--- src/rtl/uart_cm_pkg.sv ---
package uart_cm_pkg;

    typedef enum logic [1:0] {
        CM_NORMAL      = 2'd0,
        CM_ECHO        = 2'd1,
        CM_LOCAL_LOOP  = 2'd2,
        CM_REMOTE_LOOP = 2'd3
    } chan_mode_e;

    localparam int CTRL_W      = 9;
    localparam int CB_RX_FLUSH = 0;
    localparam int CB_TX_FLUSH = 1;
    localparam int CB_RX_ON    = 2;
    localparam int CB_RX_OFF   = 3;
    localparam int CB_TX_ON    = 4;
    localparam int CB_TX_OFF   = 5;

    localparam logic [CTRL_W-1:0] CTRL_INIT  = 9'h128;
    localparam logic [CTRL_W-1:0] FLUSH_MASK = 9'h003;

    typedef struct packed {
        logic rx_on;
        logic tx_on;
        logic rx_flush;
        logic tx_flush;
    } ctrl_view_t;

    function automatic logic line_feeds_rx(chan_mode_e m);
        return (m == CM_NORMAL) || (m == CM_ECHO);
    endfunction

    function automatic logic line_feeds_tx(chan_mode_e m);
        return (m == CM_ECHO) || (m == CM_REMOTE_LOOP);
    endfunction

    function automatic logic cpu_feeds_tx(chan_mode_e m);
        return m == CM_NORMAL;
    endfunction

    function automatic logic cpu_feeds_rx(chan_mode_e m);
        return m == CM_LOCAL_LOOP;
    endfunction

endpackage

--- src/rtl/cm_ctrl_reg.sv ---
module cm_ctrl_reg
    import uart_cm_pkg::*;
(
    input  logic              clk,
    input  logic              rst,
    input  logic              we,
    input  logic [CTRL_W-1:0] wdata,
    output logic [CTRL_W-1:0] q,
    output ctrl_view_t        view
);

    always_ff @(posedge clk) begin
        if (rst)
            q <= CTRL_INIT;
        else if (we)
            q <= wdata & ~FLUSH_MASK;
    end

    always_comb begin
        view.rx_on    = q[CB_RX_ON] & ~q[CB_RX_OFF];
        view.tx_on    = q[CB_TX_ON] & ~q[CB_TX_OFF];
        view.rx_flush = we & wdata[CB_RX_FLUSH];
        view.tx_flush = we & wdata[CB_TX_FLUSH];
    end

    // flush bits never stick in the register
    a_r6_self_clear: assert property (@(posedge clk) disable iff (rst)
        we |=> (q[CB_TX_FLUSH:CB_RX_FLUSH] == 2'b00));

endmodule

--- src/rtl/cm_fifo.sv ---
module cm_fifo #(
    parameter int DEPTH = 64,
    parameter int W     = 8
) (
    input  logic                       clk,
    input  logic                       rst,
    input  logic                       flush,
    input  logic                       push,
    input  logic [W-1:0]               din,
    input  logic                       pop,
    output logic [W-1:0]               dout,
    output logic [$clog2(DEPTH+1)-1:0] count,
    output logic                       full,
    output logic                       empty
);

    localparam int AW = (DEPTH > 1) ? $clog2(DEPTH) : 1;
    localparam int CW = $clog2(DEPTH + 1);
    localparam logic [AW-1:0] LAST = AW'(DEPTH - 1);

    logic [W-1:0]  mem [DEPTH];
    logic [AW-1:0] wp, rp;
    logic          do_push, do_pop;

    assign full    = (count == CW'(DEPTH));
    assign empty   = (count == '0);
    assign do_push = push & ~full & ~flush;
    assign do_pop  = pop & ~empty & ~flush;
    assign dout    = mem[rp];

    always_ff @(posedge clk) begin
        if (rst || flush) begin
            wp    <= '0;
            rp    <= '0;
            count <= '0;
        end else begin
            if (do_push) wp <= (wp == LAST) ? '0 : wp + AW'(1);
            if (do_pop)  rp <= (rp == LAST) ? '0 : rp + AW'(1);
            count <= count + CW'(do_push) - CW'(do_pop);
        end
    end

    always_ff @(posedge clk) begin
        if (do_push) mem[wp] <= din;
    end

    // a push into a full queue changes neither fill nor head
    a_r7_full_drop: assert property (@(posedge clk) disable iff (rst)
        (push && full && !pop && !flush) |=> (count == CW'(DEPTH)) && $stable(dout));

    // flush leaves the queue empty
    a_r6_flush_empty: assert property (@(posedge clk) disable iff (rst)
        flush |=> empty);

    // popping an empty queue does not underflow
    a_r8_no_underflow: assert property (@(posedge clk) disable iff (rst)
        (pop && empty && !push && !flush) |=> empty);

endmodule

--- src/rtl/cm_rx_timeout.sv ---
module cm_rx_timeout #(
    parameter int CT_W = 16
) (
    input  logic            clk,
    input  logic            rst,
    input  logic            kick,
    input  logic            cancel,
    input  logic [CT_W-1:0] char_time,
    output logic            fire
);

    localparam int LW = CT_W + 2;

    logic [LW-1:0] limit, elapsed;
    logic          armed;

    assign limit = {char_time, 2'b00};

    always_ff @(posedge clk) begin
        if (rst || cancel) begin
            armed   <= 1'b0;
            elapsed <= '0;
            fire    <= 1'b0;
        end else begin
            fire <= 1'b0;
            if (kick) begin
                armed   <= 1'b1;
                elapsed <= '0;
            end else if (armed) begin
                if (elapsed == limit - LW'(1)) begin
                    armed <= 1'b0;
                    fire  <= 1'b1;
                end else begin
                    elapsed <= elapsed + LW'(1);
                end
            end
        end
    end

    // the event is a single-cycle pulse
    a_r9_single_pulse: assert property (@(posedge clk) disable iff (rst)
        fire |=> !fire);

    // a new byte always restarts the wait
    a_r9_kick_restarts: assert property (@(posedge clk) disable iff (rst)
        kick |=> !fire);

endmodule

--- src/rtl/uart_chan_router.sv ---
module uart_chan_router
    import uart_cm_pkg::*;
#(
    parameter int DEPTH = 64,
    parameter int DW    = 8,
    parameter int CT_W  = 16,
    localparam int CW   = $clog2(DEPTH + 1)
) (
    input  logic              clk,
    input  logic              rst,
    input  logic [1:0]        mode_sel,
    input  logic              ctrl_we,
    input  logic [CTRL_W-1:0] ctrl_wdata,
    output logic [CTRL_W-1:0] ctrl_q,
    input  logic [CT_W-1:0]   char_time,
    input  logic              dat_we,
    input  logic [DW-1:0]     dat_wdata,
    input  logic              dat_re,
    output logic [DW-1:0]     dat_rdata,
    input  logic              rx_valid,
    input  logic [DW-1:0]     rx_byte,
    input  logic              rx_break,
    output logic              tx_valid,
    output logic [DW-1:0]     tx_byte,
    input  logic              tx_ready,
    output logic [CW-1:0]     rx_count,
    output logic [CW-1:0]     tx_count,
    output logic              ev_rx_overrun,
    output logic              ev_rx_timeout
);

    chan_mode_e  mode;
    ctrl_view_t  cv;
    logic          rx_req, tx_req, rx_accept;
    logic [DW-1:0] rx_din, tx_din, rx_head;
    logic          rx_full, rx_empty, tx_full, tx_empty;
    logic          rx_pop;

    assign mode = chan_mode_e'(mode_sel);

    cm_ctrl_reg u_ctrl (
        .clk  (clk),
        .rst  (rst),
        .we   (ctrl_we),
        .wdata(ctrl_wdata),
        .q    (ctrl_q),
        .view (cv)
    );

    // Steering: the mode functions are mutually exclusive per queue
    always_comb begin
        rx_req = cv.rx_on & (((rx_valid | rx_break) & line_feeds_rx(mode)) |
                             (dat_we & cpu_feeds_rx(mode)));
        rx_din = line_feeds_rx(mode) ? (rx_break ? '0 : rx_byte) : dat_wdata;
        tx_req = cv.tx_on & ((rx_valid & ~rx_break & line_feeds_tx(mode)) |
                             (dat_we & cpu_feeds_tx(mode)));
        tx_din = line_feeds_tx(mode) ? rx_byte : dat_wdata;
    end

    assign rx_accept = rx_req & ~rx_full & ~cv.rx_flush;
    assign rx_pop    = dat_re & cv.rx_on & ~cv.rx_flush;
    assign tx_valid  = cv.tx_on & ~tx_empty;

    cm_fifo #(.DEPTH(DEPTH), .W(DW)) u_rxq (
        .clk  (clk),
        .rst  (rst),
        .flush(cv.rx_flush),
        .push (rx_req),
        .din  (rx_din),
        .pop  (rx_pop),
        .dout (rx_head),
        .count(rx_count),
        .full (rx_full),
        .empty(rx_empty)
    );

    cm_fifo #(.DEPTH(DEPTH), .W(DW)) u_txq (
        .clk  (clk),
        .rst  (rst),
        .flush(cv.tx_flush),
        .push (tx_req),
        .din  (tx_din),
        .pop  (tx_valid & tx_ready),
        .dout (tx_byte),
        .count(tx_count),
        .full (tx_full),
        .empty(tx_empty)
    );

    cm_rx_timeout #(.CT_W(CT_W)) u_tmo (
        .clk      (clk),
        .rst      (rst),
        .kick     (rx_accept),
        .cancel   (cv.rx_flush),
        .char_time(char_time),
        .fire     (ev_rx_timeout)
    );

    always_ff @(posedge clk) begin
        if (rst) begin
            dat_rdata     <= '0;
            ev_rx_overrun <= 1'b0;
        end else begin
            ev_rx_overrun <= rx_req & rx_full & ~cv.rx_flush;
            if (dat_re)
                dat_rdata <= (cv.rx_on && !rx_empty) ? rx_head : '0;
        end
    end

    // a drop is only reported when the queue was full
    a_r7_overrun_when_full: assert property (@(posedge clk) disable iff (rst)
        ev_rx_overrun |-> ($past(rx_count) == CW'(DEPTH)));

    // with receive switched off and no control write, the fill is frozen
    a_r2_rx_frozen: assert property (@(posedge clk) disable iff (rst)
        (ctrl_q[CB_RX_OFF] && !ctrl_we) |=> (rx_count == $past(rx_count)));

    // transmit fill never exceeds the depth
    a_r12_tx_bound: assert property (@(posedge clk) disable iff (rst)
        tx_count <= CW'(DEPTH));

endmodule

--- config.mk ---
export PLATFORM = sky130hd
export DESIGN_NAME = uart_chan_router
export DESIGN_NICKNAME = d
export VERILOG_FILES = /design/src/rtl/uart_cm_pkg.sv /design/src/rtl/cm_ctrl_reg.sv /design/src/rtl/cm_fifo.sv /design/src/rtl/cm_rx_timeout.sv /design/src/rtl/uart_chan_router.sv
export SDC_FILE = /design/constraint.sdc
export NUM_CORES = 1
export LEC_CHECK = 0
export BUFFER_PORTS_ARGS = -buffer_cell sky130_fd_sc_hd__buf_4
export CAP_MARGIN = 25
export CORE_ASPECT_RATIO = 1.4
export CORE_MARGIN = 2
export CORE_UTILIZATION = 62
export DETAILED_ROUTE_END_ITERATION = 8
export HOLD_SLACK_MARGIN = 0.03
export PLACE_DENSITY = 0.8
export SLEW_MARGIN = 20
export SYNTH_ARGS = -nofsm -noshare
export SYNTH_HDL_FRONTEND = slang
export SYNTH_HIERARCHICAL = 1
export SYNTH_SLANG_ARGS = --single-unit
--- constraint.sdc ---
create_clock -name clk -period 5.2 [get_ports clk]
set_input_delay 0.26 -clock clk [delete_from_list [all_inputs] [get_ports clk]]
set_output_delay 0.26 -clock clk [all_outputs]
set_load 0.01 [all_outputs]
# Word-level counts from Yosys, hierarchy flattened
# Memories as Yosys holds them, arrays and structs flattened. A register that Yosys moved wholly into a read port is not among the register bits.
# Cells that the tools add are included.
[classes]
add_sub_neg = 10
eq_ne = 10
n_mux = 20
n_bitwise = 39
reduce_logical = 12
[ops]
columns = ["cell", "n"]
rows = [
  ["6-bit 2-to-1 mux", 8],
  ["8-bit 2-to-1 mux", 4],
  ["1-bit AND", 25],
  ["6-bit by 1-bit adder with 6-bit output, second input constant", 4],
  ["6-bit equality test, second input constant", 4],
  ["18-bit by 1-bit adder with 18-bit output, second input constant", 1],
  ["18-bit equality test", 1],
  ["18-bit by 1-bit subtractor with 18-bit output, second input constant", 1],
  ["7-bit by 1-bit adder with 7-bit output", 2],
  ["7-bit equality test, second input constant", 2],
  ["7-bit logical NOT", 2],
  ["7-bit by 1-bit subtractor with 7-bit output", 2],
  ["1-bit NOT", 11],
  ["1-bit 2-to-1 mux", 8],
  ["2-bit equality test, second input constant", 2],
  ["1-bit logical OR", 4],
  ["1-bit OR", 3],
  ["3-bit OR reduction", 1],
  ["2-bit by 1-bit equality test with 1-bit output, second input constant", 1],
  ["2-bit logical NOT", 1],
  ["2-bit AND reduction", 1],
  ["2-bit OR reduction", 1],
  ["1-bit logical AND", 1],
  ["1-bit logical NOT", 1],
]
[totals]
ff_bits = 74
mem_bits_rw = 1024
inputBits = 51
mem_count = 2
[mem_list]
columns = ["memory", "words", "width", "read_ports", "rd_clocked_by_memory_dff", "write_ports", "line", "source"]
rows = [
  ["u_rxq.mem", 64, 8, 1, 1, 1, "cm_fifo.sv:21", "logic [W-1:0] mem [DEPTH];"],
  ["u_txq.mem", 64, 8, 1, 1, 1, "cm_fifo.sv:21", ""],
]

# Logic depth before layout (Yosys ltp)
# Gate-level depths: netlist of run 1.
[depth]
depth_word = 9
mapped_depth = 19
depth_no_buf = 19

# Hierarchy
# Netlist of run 1, hierarchy kept.
[modules_own_cells]
columns = ["mod", "n_inst", "cells_each", "area_per_inst_um2"]
rows = [
  ["cm_fifo (u_txq)", 1, 1059, 21145.3],
  ["cm_fifo (u_rxq)", 1, 1034, 20992.6],
  ["cm_rx_timeout", 1, 198, 1519.0],
  ["uart_chan_router", 1, 85, 699.4],
  ["cm_ctrl_reg", 1, 29, 301.5],
]

# Least setup slack after synthesis of run 1
# Ideal clock, no wire load.
[synth_path]
path_type = "input to register"
startpoint = "in mode_sel[1]"
endpoint = "mem u_rxq.mem[0][6] (data pin)"
setup_time_ns = 0.702
arrival_ns = 3.220
required_time_ns = 4.498
setup_slack_ns = 1.279
path_stages = 4
path_cell_list = "buf_4 -> buf_2 -> nand2b_1 -> o21ai_0"
[synth_between]
elab_chain_len = 3
[synth_rtl]
columns = ["element", "line", "source"]
rows = [
  ["start: declaration", "uart_chan_router.sv:11", "input logic [1:0] mode_sel,"],
  ["2-bit by 1-bit equality test with 1-bit output / 2-bit logical NOT (equally long branches)", "uart_cm_pkg.sv:29", "return (m == CM_NORMAL) || (m == CM_ECHO);"],
  ["1-bit logical OR (*)", "uart_cm_pkg.sv:29", ""],
  ["8-bit 2-to-1 mux (*)", "uart_chan_router.sv:54", "rx_din = line_feeds_rx(mode) ? (rx_break ? '0 : rx_byte) : dat_wdata;"],
  ["net rx_din[6]", "uart_chan_router.sv:35", "logic [DW-1:0] rx_din, tx_din, rx_head;"],
  ["end: declaration", "cm_fifo.sv:21", ""],
]
# The timed path passes the listed nets; every way through them passes the cells marked *.

==> results of run 1 <==
==> critical path: cells and delay by family (launching register included) <==
kind                   cells  cell delay, ns
and+or+nand+nor            1            0.16
AOI/OAI and AO/OA          4            0.96
muxes                      1            0.53
buffers and inverters      2            0.59
DFF                        1            0.79
==> cell usage in the layout (no fill, tap or decap), types with 9 or more instances in the layout <==
| master | Yosys | routed |
|---|---|---|
| a211oi_1 | 20 | 20 |
| a21oi_1 | 62 | 62 |
| buf_4 | 24 | 120 |
| bufinv_16 | 0 | 12 |
| clkbuf_1 | 26 | 9 |
| clkbuf_16 | 0 | 99 |
| clkinv_1 | 0 | 19 |
| clkinv_2 | 0 | 20 |
| dfxtp_1 | 86 | 80 |
| dlygate4sd3_1 | 0 | 20 |
| edfxtp_1 | 1024 | 1024 |
| ha_1 | 24 | 24 |
| inv_1 | 48 | 48 |
| mux2_2 | 15 | 15 |
| mux2i_1 | 52 | 52 |
| mux4_2 | 258 | 258 |
| nand2_1 | 68 | 68 |
| nand2b_1 | 29 | 29 |
| nand3_1 | 30 | 30 |
| nand3b_1 | 10 | 10 |
| nand4_1 | 16 | 16 |
| nor2_1 | 188 | 188 |
| nor2b_1 | 28 | 28 |
| nor3_1 | 20 | 20 |
| o21ai_0 | 56 | 49 |
| o21ai_1 | 17 | 17 |
| o221ai_1 | 11 | 11 |
| o22ai_1 | 24 | 24 |
| o31ai_1 | 9 | 9 |
| o32ai_1 | 11 | 11 |
| or3_1 | 26 | 26 |
| or4_1 | 11 | 11 |
| xnor2_1 | 20 | 20 |
| xor2_1 | 18 | 18 |
==> registers in the layout, indices dropped and copies added, names as in the netlist, 6 cells and up, named ones only <==
| name | flops |
|---|---|
| u_rxq/rp | 6 |
| u_txq/rp | 6 |
| u_rxq/wp | 6 |
| u_txq/count | 7 |
| u_ctrl/q | 7 |
| u_txq/wp | 6 |
| u_rxq/count | 7 |
| u_txq/mem | 512 |
| u_rxq/mem | 512 |
| u_tmo/elapsed | 18 |
| dat_rdata | 8 |
==> layer usage <==
metal | up-vias | global-route usage, % | part of all wire [%] | wire length [um]
li1 | 9919 | - | - | -
met3 | 331 | 5.028 | 7.8 | 8307
met4 | 2 | 15.63 | 5.9 | 6315
met1 | 12240 | 34.42 | 33 | 35430
met2 | 1396 | 51.43 | 53 | 56190
met5 | - | 0 | 0.0085 | 9
==> worst paths after layout <==
kind / start / end / slack [ns] / cells after the start
worst max-delay path: flip-flop / tx_byte[5] / 1.17 / 8
worst min-delay path: ctrl_wdata[0] / u_tmo/armed$_SDFF_PP0_ / 0.08 / 3
worst max register to register: u_txq/count[2]$_SDFF_PP0_ / u_txq/count[6]$_SDFF_PP0_ / 1.38 / 19
worst min register to register: dat_rdata[3]$_SDFFE_PP0P_ / dat_rdata[3]$_SDFFE_PP0P_ / 0.49 / 2
==> cell type report <==
cell class | count | area [um2]
inverters | 48 | 180.2
repair buffers | 146 | 1212
diodes | 1 | 2.502
well taps | 944 | 1181
clock inverters | 67 | 694.4
clock buffers | 109 | 2525
multi-input cells | 1125 | 11310
fillers | 4264 | 21810
flip-flops and latches | 1110 | 32490
==> cell families (layout without fill, tap and decap cells) <==
| logic type | count (synthesis) | count (layout) | synth area share (%) |
|---|---|---|---|
| other cells | 1 | 3 | 0.008397 |
| buf+inv | 171 | 370 | 2.140 |
| xor+xnor | 38 | 38 | 0.7453 |
| mux | 325 | 325 | 14.56 |
| flops | 1110 | 1110 | 72.71 |
| fa+ha+maj | 26 | 26 | 0.7621 |
| simple gates | 470 | 470 | 5.231 |
| compound gates | 264 | 264 | 3.847 |
==> power groups by stage <==
stage | Combinational, uW | Sequential, uW | Clock, uW
finish | 389 | 9810 | 7280
global placement | 351 | 10000 | 0
detailed placement | 370 | 10000 | 0
global route | 416 | 9800 | 7670
floorplan | 166 | 10000 | 0
CTS | 387 | 9810 | 7350
==> per-stage QoR <==
stage / util (%) / std cells / hold WS [ns] / area, um2
2_1_floorplan: - / 2406 / 0.3324 / 44660
3_3_place_gp: 64.65 / 3352 / 0.4650 / 46170
3_5_place_dp: 64.65 / 3352 / 0.4717 / 46170
4_1_cts: 69.44 / 3548 / 0.03494 / 49590
5_1_grt: 69.46 / 3550 / 0.07379 / 49600
6_report: 69.46 / 3550 / 0.08114 / 49600
==> impl_metrics.tcl, run 1 <==
set metrics [dict create \
    outcome "complete, no violations" \
    setup_slack_ns 1.174 \
    p_sw_uw 3476 \
    drt_iter0_drc 2713 \
    cts_buffer_depth 3 \
    p_leak_uw 0.01471 \
    syn_inst 2405 \
    io_buffers 90 \
    synth_flop_cell "edfxtp_1" \
    drcViolationCount 0 \
    wire_per_inst_um 29.93 \
    die_area_mm2 0.07422 \
    wirelength_um 106300 \
    rsz0062_at_grt "false" \
    yosysSeqAreaShare_pct 72.71 \
    ctsRootBufferMaster "clkbuf_16" \
    timing.fmax_mhz 248.4 \
    max-slew-margin-rel_pct 34.43 \
    fin_crit_sh_pct 77.42 \
    grt_pass1_wl_um 158000 \
    grt_max_degree 65 \
    ant_nets 0 \
    synth_common_cells "1024 x edfxtp_1, 258 x mux4_2, 188 x nor2_1" \
    max-cap-violations 0 \
    hold_buffers 20 \
    gp_congestion 0.9243 \
    antenna_found_initial 2 \
    start_util_pct 62.54 \
    async_reset_ff_share_pct 0 \
    syn-cell-area_mm2 0.04466 \
    finalHoldViolations 0 \
    drive_gt1_share_pct 22.42 \
    period_needed_ns 4.026 \
    pwr-share-clk_pct 41.7 \
    yosys_warnings 6 \
    worstPathCellList "buf_4, mux4_2, nor2b_1, a211oi_1, a21oi_1, o21ai_1, o21ai_1, buf_4" \
    postCtsResizedCells 0 \
    critPathCaptureType "output port" \
    finClkSkew_ns 0.02604 \
    firstDrtPassIters 5 \
    fp.dieH_um 321.6 \
    crit_path_start_kind "flip-flop" \
    cts_setup_buffers 0 \
    cts_tree "done" \
    synth_edf_count 1024 \
    max_stage_delay_ns 0.79 \
    slowest_stage "dfxtp_4" \
    synth.distinct_cells 79 \
    routed_via_density 6.729 \
    ios 93 \
    p_per_area_mw_per_mm2 352.4 \
    worstHoldPathType "in2reg" \
    seqPwrFrac_pct 56.1 \
    grt.total_usage_pct 29.23 \
    yosysMostFrequentCell "edfxtp_1" \
    grt_pass1_vias 24680 \
    synth_top_area_share_pct 68.86 \
    fp.coreArea_mm2 0.07141 \
    avgSynthCellArea_um2 18.57 \
    drv_slew 0 \
    numCtsBuffers 96 \
    clkLatencyLatePin_ns 0.67 \
    crit_required_ns 4.94 \
    htreeDepth 3 \
    clk_pin_slew_ns 0.06 \
    finalPower_uw 17480 \
    cp.arrival_ns 3.77 \
    power_frac_comb_pct 2.2 \
    crit_fanout 33 \
    place_hpwl_um 64530 \
    die_w_um 230.8 \
    finalSetupViolations 0 \
    vdd_drop_max_v 0.0004507 \
    vias 23890 \
    globalRouteOverflowTotal 0 \
    switching_share_pct 19.89 \
    synthTopCellsByArea "edfxtp_1 69%, mux4_2 13%, dfxtp_1 3.9%, nor2_1 1.6%, mux2i_1 1.2%" \
    internal_power_uw 14010 \
    tightest_slew_ns 0.9836 \
    rows 116 \
    setup_tns_ns 0 \
    fin_nets 2604 \
    path_class "reg2out" \
    yosysTopAreaCell "edfxtp_1" \
    synth-seq-cells 1110 \
    cts.sinks 1110 \
    area_growth_pct 11.07 \
    post-place-ws_ns 1.421 \
]
(Power assumes the default switching activity.)
==> run 2, diff against run 1 <==
--- a/config.mk
+++ b/config.mk
@@ -9,10 +9,10 @@
 export CAP_MARGIN = 25
 export CORE_ASPECT_RATIO = 1.4
 export CORE_MARGIN = 2
-export CORE_UTILIZATION = 62
+export CORE_UTILIZATION = 56
 export DETAILED_ROUTE_END_ITERATION = 8
 export HOLD_SLACK_MARGIN = 0.03
-export PLACE_DENSITY = 0.8
+export PLACE_DENSITY = 0.76
 export SLEW_MARGIN = 20
 export SYNTH_ARGS = -nofsm -noshare
 export SYNTH_HDL_FRONTEND = slang
==> constraint.sdc (replaced) <==
create_clock -name clk -period 3.7 [get_ports clk]
set_input_delay 0.185 -clock clk [delete_from_list [all_inputs] [get_ports clk]]
set_output_delay 0.185 -clock clk [all_outputs]
set_load 0.01 [all_outputs]
==> run 2 against run 1 <==
Net effect:
- total power up 40%
- setup slack got worse by 0.98 ns
- clock power rose by 39%
- combinational power rose by 50%
- non-clock buffer count grew 170
==> impl_metrics.tcl, run 2 (synthesis results as in run 1) <==
set metrics [dict create \
    finClkSkew_ns 0.02520 \
    finalHoldViolations 0 \
    p_leak_uw 0.01564 \
    place_hpwl_um 70000 \
    ctsRootBufferMaster "clkbuf_16" \
    grt.total_usage_pct 25.77 \
    drcViolationCount 0 \
    crit_path_frequent_cell "buf_4" \
    firstDrtPassIters 6 \
    cts_buffer_depth 3 \
    fillerInstances 5229 \
    wire_per_inst_um 27.42 \
    grt_pass1_wl_um 156800 \
    fin_cells 3839 \
    dp_cells 3629 \
    largestRegisters "u_rxq/mem x512, u_txq/mem x512, u_tmo/elapsed x18" \
    io_buffers 90 \
    critPathCaptureType "output port" \
    cts.sinks 1110 \
    path_buf_inv 2 \
    globalRouteOverflowTotal 0 \
    routed_via_density 6.279 \
    clkLatencyLatePin_ns 0.67 \
    finalSetupViolations 0 \
    worstPathCellList "buf_4, mux4_2, mux2_2, o21ai_0, o31ai_1, buf_4" \
    tightest_slew_ns 0.8574 \
    mostFrequentLayoutCell "edfxtp_1" \
    fp.dieH_um 338.1 \
    vdd_drop_max_v 0.0004912 \
    postLayoutCoreUtil_pct 64.69 \
    htreeDepth 3 \
    ant_nets 0 \
    antenna_found_initial 2 \
    grt_pass1_vias 25000 \
    slowest_stage "dfxtp_4" \
    drt_iter0_drc 2634 \
    period_needed_ns 3.501 \
    start_util_pct 56.48 \
    crit_path_start_kind "flip-flop" \
    drive_gt1_share_pct 27.32 \
    setup_tns_ns 0 \
    crit_fanout 52 \
    cts_tree "done" \
    finish.instance_area_mm2 0.05115 \
    numCtsBuffers 98 \
    max-cap-violations 0 \
    fp.coreArea_mm2 0.07907 \
    wirelength_um 105300 \
    cp.arrival_ns 3.32 \
    area_growth_pct 14.53 \
    rsz0062_at_grt "false" \
    drv_slew 0 \
    worstHoldPathType "in2reg" \
    ios 93 \
    timing.fmax_mhz 285.6 \
    clk_pin_slew_ns 0.06 \
    p_per_area_mw_per_mm2 477.9 \
    final_cell_mix "1024 x edfxtp_1, 281 x buf_4, 258 x mux4_2" \
    cpLargestDelayFamily "flip-flops" \
    rows 122 \
    max_stage_delay_ns 0.87 \
    outcome "complete, no violations" \
    fin_crit_sh_pct 94.62 \
    vias 24110 \
    grt_max_degree 65 \
    placed_cell_area_mm2 0.04766 \
    crit_required_ns 3.51 \
    fin_nets 2776 \
    path_class "reg2out" \
    die_w_um 242.7 \
    gp_congestion 0.8905 \
    max-slew-margin-rel_pct 42.63 \
    finalPower_uw 24450 \
    die_area_mm2 0.08205 \
]
run 2: worst paths after layout:
check,depth (start not counted),from,slack [ns],endpoint
min reg2reg,2,dat_rdata[0]$_SDFFE_PP0P_,0.49,dat_rdata[0]$_SDFFE_PP0P_
max,6,flip-flop,0.20,tx_byte[0]
min,3,dat_wdata[6],0.04,u_rxq/mem[50][6]$_DFFE_PP_
max reg2reg,19,u_txq/count[2]$_SDFF_PP0_,0.25,u_txq/count[6]$_SDFF_PP0_
run 2: timing repair:
item,4_1_cts,5_1_grt
gates resized for setup,0,9
setup endpoints to repair,0,3
endpoints found under the hold margin,17,0
hold buffers,20,0
buffers inserted,0,1
run 2: final cells by class:
| cell class | count | area (um2) | area share (%) |
|---|---|---|---|
| Inverter | 48 | 180.2 | 0.3523 |
| Multi-Input combinational cell | 1125 | 11330 | 22.15 |
| Clock buffer | 128 | 2616 | 5.115 |
| Tap cell | 1054 | 1319 | 2.578 |
| Timing Repair Buffer | 316 | 2648 | 5.176 |
| Clock inverter | 55 | 550.5 | 1.076 |
| Sequential cell | 1110 | 32500 | 63.53 |
| Antenna cell | 3 | 7.507 | 0.01468 |
run 2: per-stage QoR:
stage	setup WS, ns	hold slack, ns
after global routing	0.006977	0.05932
after CTS	0.01420	0.05721
final	0.1990	0.03518
after floorplan	0.01830	0.2574
after global placement	0.1524	0.3874
after detailed placement	0.04691	0.3912
run 2: worst register-to-register path, cell delays in order (launching register included):
cell      delay, ns
dfxtp_2        0.35
inv_1          0.06
ha_1           0.19
and4bb_1       0.24
and2_1         0.18
nor2b_2        0.13
and2_1         0.12
a21bo_2        0.26
nor2_2         0.10
ha_1           0.23
inv_1          0.05
ha_1           0.16
inv_1          0.06
fa_1           0.40
nand2b_1       0.18
a21oi_2        0.18
o21ai_1        0.11
a21oi_2        0.13
o21ai_0        0.10
a21oi_1        0.14
run 2: routing by layer:
layer / vias up / wire (um) / track usage (%) / part of all wire [%]
met3: 286 / 7505 / 3.631 / 7.1
met1: 12400 / 36250 / 30.58 / 34
li1: 10270 / - / - / -
met5: - / 0 / 0 / 0
met4: 0 / 5675 / 12.73 / 5.4
met2: 1150 / 55830 / 46.14 / 53
run 2: power breakdown:
| part | total [uW] | leakage (uW) | switching, uW | internal, uW |
|---|---|---|---|---|
| clock | 10100 | 0.00154 | 4440 | 5640 |
| sequential | 13800 | 0.00958 | 6.90 | 13800 |
| combinational | 582 | 0.00452 | 420 | 161 |
| total | 24400 | 0.0156 | 4870 | 19600 |
